==> config.mk <==
export PLATFORM = sky130hd
export DESIGN_NAME = rd_lat_perfmon
export DESIGN_NICKNAME = d
export VERILOG_FILES = /design/src/rtl/rlpm_pkg.sv /design/src/rtl/rlpm_track.sv /design/src/rtl/rlpm_satcnt.sv /design/src/rtl/rd_lat_perfmon.sv
export SDC_FILE = /design/constraint.sdc
export NUM_CORES = 1
export LEC_CHECK = 0
export ABC_AREA = 1
export BUFFER_PORTS_ARGS = -buffer_cell sky130_fd_sc_hd__buf_2
export CAP_MARGIN = 30
export CELL_PAD_IN_SITES_DETAIL_PLACEMENT = 1
export CELL_PAD_IN_SITES_GLOBAL_PLACEMENT = 1
export CORE_ASPECT_RATIO = 1.1
export CORE_MARGIN = 5
export CORE_UTILIZATION = 35
export CTS_CLUSTER_DIAMETER = 60
export DETAILED_ROUTE_END_ITERATION = 6
export PLACE_DENSITY = 0.8
export SLEW_MARGIN = 40
export SYNTH_ARGS = -nofsm -noshare
export SYNTH_HDL_FRONTEND = slang
export SYNTH_SLANG_ARGS = --single-unit
==> constraint.sdc <==
create_clock -name clk -period 1.6 [get_ports clk]
set_input_delay 0.08 -clock clk [delete_from_list [all_inputs] [get_ports clk]]
set_output_delay 0.08 -clock clk [all_outputs]
set_load 0.02 [all_outputs]
==> src/rtl/rlpm_pkg.sv <==
`timescale 1ns/1ps
package rlpm_pkg;
  localparam int unsigned WORD_W = 32;
  typedef logic [WORD_W-1:0] stat_word_t;
endpackage

==> src/rtl/rlpm_track.sv <==
`timescale 1ns/1ps
// Tracks how many reads are in flight and flags latency cycles.
module rlpm_track #(
  parameter int unsigned OUTST_W = 4
) (
  input  logic clk,
  input  logic rst_n,
  input  logic rd_req,
  input  logic rd_done,
  output logic busy
);
  localparam logic [OUTST_W-1:0] OUTST_MAX = {OUTST_W{1'b1}};

  logic [OUTST_W-1:0] outst_q;
  logic [OUTST_W-1:0] outst_d;
  logic               outst_en;

  always_comb begin
    outst_en = rd_req ^ rd_done;
    outst_d  = outst_q;
    if (rd_req && !rd_done) begin
      outst_d = outst_q + OUTST_W'(1);
    end else if (rd_done && !rd_req) begin
      outst_d = outst_q - OUTST_W'(1);
    end
  end

  always_ff @(posedge clk or negedge rst_n) begin
    if (!rst_n) begin
      outst_q <= '0;
    end else if (outst_en) begin
      outst_q <= outst_d;
    end
  end

  // A read costs latency from its request cycle through its completion cycle.
  assign busy = rd_req | (outst_q != '0);

  // Input contract: completions only for reads that exist.
  assert_no_underflow_R2: assert property (@(posedge clk) disable iff (!rst_n)
    rd_done |-> (rd_req || outst_q != '0));

  // Input contract: in-flight reads stay within the tracked range.
  assert_no_overflow_R8: assert property (@(posedge clk) disable iff (!rst_n)
    (rd_req && !rd_done) |-> (outst_q != OUTST_MAX));

endmodule

==> src/rtl/rlpm_satcnt.sv <==
`timescale 1ns/1ps
// Saturating event counter with a clear that keeps a coincident event.
module rlpm_satcnt #(
  parameter int unsigned W = 8
) (
  input  logic         clk,
  input  logic         rst_n,
  input  logic         clr,
  input  logic         inc,
  output logic [W-1:0] cnt_q
);
  localparam logic [W-1:0] CNT_MAX = {W{1'b1}};

  logic [W-1:0] base;
  logic [W-1:0] cnt_d;
  logic         cnt_en;

  always_comb begin
    base  = clr ? '0 : cnt_q;
    cnt_d = base;
    if (inc && base != CNT_MAX) begin
      cnt_d = base + W'(1);
    end
    cnt_en = clr | inc;
  end

  always_ff @(posedge clk or negedge rst_n) begin
    if (!rst_n) begin
      cnt_q <= '0;
    end else if (cnt_en) begin
      cnt_q <= cnt_d;
    end
  end

  assert_sat_hold_R6: assert property (@(posedge clk) disable iff (!rst_n)
    (cnt_q == CNT_MAX && !clr) |=> (cnt_q == CNT_MAX));

  assert_single_step_R6: assert property (@(posedge clk) disable iff (!rst_n)
    !clr |=> (cnt_q == $past(cnt_q) || cnt_q == $past(cnt_q) + W'(1)));

  assert_clear_restart_R7: assert property (@(posedge clk) disable iff (!rst_n)
    (clr && !inc) |=> (cnt_q == '0));

endmodule

==> src/rtl/rd_lat_perfmon.sv <==
`timescale 1ns/1ps
module rd_lat_perfmon
  import rlpm_pkg::*;
#(
  parameter int unsigned CLK_W   = 16,
  parameter int unsigned DW_W    = 8,
  parameter int unsigned OUTST_W = 4
) (
  input  logic              clk,
  input  logic              rst_n,
  input  logic              rd_req,
  input  logic              rd_done,
  input  logic              beat_vld,
  input  logic              reg_rd,
  input  logic              reg_wr,
  output logic [WORD_W-1:0] reg_rdata
);
  localparam int unsigned LAT_LO = WORD_W - CLK_W;
  localparam int unsigned RSV_HI = LAT_LO - 1;
  localparam int unsigned RSV_LO = DW_W;

  logic             busy;
  logic [CLK_W-1:0] lat_cnt;
  logic [DW_W-1:0]  beat_cnt;
  stat_word_t       word;

  rlpm_track #(.OUTST_W(OUTST_W)) u_track (
    .clk     (clk),
    .rst_n   (rst_n),
    .rd_req  (rd_req),
    .rd_done (rd_done),
    .busy    (busy)
  );

  rlpm_satcnt #(.W(CLK_W)) u_lat (
    .clk   (clk),
    .rst_n (rst_n),
    .clr   (reg_rd),
    .inc   (busy),
    .cnt_q (lat_cnt)
  );

  rlpm_satcnt #(.W(DW_W)) u_beat (
    .clk   (clk),
    .rst_n (rst_n),
    .clr   (reg_rd),
    .inc   (beat_vld),
    .cnt_q (beat_cnt)
  );

  always_comb begin
    word = '0;
    word[WORD_W-1:LAT_LO] = lat_cnt;
    word[DW_W-1:0]        = beat_cnt;
  end

  assign reg_rdata = word;

  assert_rsvd_zero_R3: assert property (@(posedge clk) disable iff (!rst_n)
    reg_rdata[RSV_HI:RSV_LO] == '0);

  assert_read_clears_R5: assert property (@(posedge clk) disable iff (!rst_n)
    reg_rd |=> (reg_rdata[WORD_W-1:LAT_LO] <= CLK_W'(1) &&
                reg_rdata[DW_W-1:0] <= DW_W'(1)));

  assert_wr_ignored_R9: assert property (@(posedge clk) disable iff (!rst_n)
    (reg_wr && !reg_rd && !busy && !beat_vld) |=> $stable(reg_rdata));

endmodule

==> flow_metrics.tcl <==
set metrics [dict create \
    outcome "complete, but fails checks" \
    violations "negative setup slack" \
    slew_violations 0 \
    synth_compound_area_share_pct 1.93 \
    synth_top_family_by_area "simple AND/OR/NAND/NOR gates" \
    rsz0062_at_grt "yes" \
    finalSetupViolations 7 \
    grt_pass1_vias 2308 \
    fin_skew_ps 15.0 \
    ys_seq_area_share_pct 33.8 \
    dieArea_um2 7560 \
    postSynthCellCount 306 \
    drt_iter0_drc 47 \
    yosys-top-cells-area "dfrtp_1 34%, nand2_1 22%, inv_1 7.8%" \
    ios 39 \
    final.min_clock_period_ps 1630 \
    synth_mux_area_share_pct 0 \
    layout_commonest_cell "nand2_1" \
    worst_ep_required_time_ps 1830 \
    diodes 0 \
    path_clk_slew_ps 110 \
    cp.arrival_ps 1870 \
    routed_wirelength_mm 6.33 \
    port_buffers 29 \
    ant_nets 0 \
    fin_ws_ps -32.9 \
    grt-ovfl-total 0 \
    start_kind "register" \
    mostFrequentLayoutCells "119 x nand2_1, 39 x inv_1, 29 x buf_2, 28 x buf_4, 24 x dfrtp_1" \
    hpwl_mm 4.76 \
    synth_top_area_share_pct 33.8 \
    firstDrtPassIters 4 \
    hold_viol_final 0 \
    path_class "register to register" \
    yosys_warnings 0 \
    antenna_found_initial 0 \
    period_share_pct 102 \
    cts_tree "built" \
    peakVddDrop_uv 373 \
    cts_root_buffer "clkbuf_8" \
    clock.fmax_mhz 612 \
    synth-seq-cells 28 \
    place.gp.congestion 0.798 \
    holdCritPathClass "input port to register" \
    die_h_um 90.7 \
    routed-via-count 2130 \
    cts.sinks 28 \
    fin_nets 382 \
    crit_path_end_kind "register" \
    cts_made_buffers 3 \
    pre_cts_ws_ps -55.6 \
    critical_path.max_fanout 12 \
    max-cap-violations 0 \
    grt_usage_pct 17.3 \
    wl_per_cell_um 14.2 \
    synth-xor-area-share_pct 5.07 \
    drc_errors 0 \
    syn_avg_cell_area_um2 6.77 \
    p_leak_nw 1.57 \
    power_mw 2.31 \
    synthDistinctLibCells 26 \
    layout-drive-gt1-share_pct 28.0 \
    synth-adder-area-share_pct 3.99 \
    whs_ps 103 \
    relSlewSlack_pct 54.7 \
    cellPowerDensity_nw_per_um2 851 \
    syn2layout_area_growth_pct 30.8 \
    synth-simple-area-share_pct 41.5 \
    synth_top_area_cell "dfrtp_1" \
    grt_start_max_net_pins 29 \
    viasPerCell 4.79 \
    tightest_slew_ps 680 \
    synth.cell_area_um2 2070 \
    insertion_delay_ps 290 \
    grt_pass1_wl_mm 10.7 \
    start_util_pct 35.9 \
    cts.path.max_buffers 2 \
    die_x_um 83.4 \
    htreeDepth 1 \
    core_area_um2 5770 \
    fp-row-count 29 \
]
[report_power, final]
part	internal (mW)	total (mW)	switching (mW)
sequential	0.801	0.895	0.0940
clock	0.336	0.583	0.247
combinational	0.353	0.828	0.475
total	1.49	2.31	0.816
[metrics by stage]
step / setup TNS [ps] / area [um^2] / util, % / cells
3_3_place_gp: 0 / 2500 / 43.4 / 433
5_1_grt: -2300 / 2710 / 47.0 / 445
6_report: -95.6 / 2710 / 47.0 / 445
3_5_place_dp: -419 / 2500 / 43.4 / 433
4_1_cts: -19.0 / 2680 / 46.4 / 445
2_1_floorplan: -31.2 / 2140 / - / 313
[routing by layer]
metal  track usage (%)  wire length, um  share of wire [%]
met5                 0                0                  0
met4              6.68              148                2.3
met3              2.55              198                3.1
met2              30.9             3370                 53
met1              20.7             2610                 41
[registers in the layout, summed over array words and instances, names as in the netlist]
name,flops
u_lat.cnt_q,16
u_track.outst_q,4
u_beat.cnt_q,8
[path summary, 6_finish.rpt]
check / startpoint / endpoint / cells after the start / slack [ps]
worst max-delay path: u_lat.cnt_q[1] / u_lat.cnt_q[13] / 13 / -30
worst min-delay path: beat_vld / u_beat.cnt_q[4] / 4 / 100
worst max register to register: u_lat.cnt_q[1] / u_lat.cnt_q[13] / 13 / -30
worst min register to register: u_track.outst_q[3] / u_track.outst_q[3] / 2 / 560
max in group asynchronous: rst_n / u_lat.cnt_q[1] / 2 / 750
min in group asynchronous: rst_n / u_lat.cnt_q[10] / 2 / 350
[cells in the mapped netlist]
cell type	instances
nand3b_1	4
xnor2_1	2
nand3_2	1
buf_6	3
nor2_2	4
o21ai_0	3
buf_2	2
o21ai_2	1
inv_4	1
nand2_2	3
buf_4	8
inv_2	2
nand3_1	20
dfrtp_1	28
nor2_4	3
nand4_1	9
conb_1	1
inv_1	43
nor2_1	26
xor2_1	10
ha_1	5
fa_1	1
o21ai_4	1
nand2_1	122
nand2_4	1
nor3_2	2
[layout make-up]
cell class | count | area (um^2)
Sequential cell | 28 | 706
Multi-Input combinational cell | 226 | 1190
Inverter | 46 | 178
Clock buffer | 3 | 41.3
Tap cell | 77 | 96.3
Timing Repair Buffer | 64 | 467
Fill cell | 764 | 3060
Clock inverter | 1 | 30.0
[logic make-up (layout without fill, tap and decap cells)]
| group | after synthesis | after routing |
|---|---|---|
| AO/OA/AOI/OAI | 5 | 5 |
| XOR/XNOR | 12 | 12 |
| adder cells (fa/ha/maj) | 6 | 6 |
| buffers and inverters | 59 | 114 |
| flip-flops | 28 | 28 |
| other | 1 | 8 |
| AND/OR/NAND/NOR | 195 | 195 |
[timing repair]
action,CTS,global route
buffers inserted,6,0
hold endpoints to repair,28,0
pin swaps,5,4
setup endpoints to repair,16,25
hold buffers,1,0
cloned,1,0
resized for setup,9,10
[worst max-delay path, stage by stage, from the launching register on]
cell and delay, ps:
dfrtp_2 380, inv_2 40, nor2_4 100, ha_4 150, nand2_2 60, inv_2 70, nand2_4 70, inv_4 70
nand2_4 60, buf_6 120, o21ai_4 140, buf_12 150, nand2_1 60, nand2_1 90
Note: power is estimated with default switching activity, not from simulation.
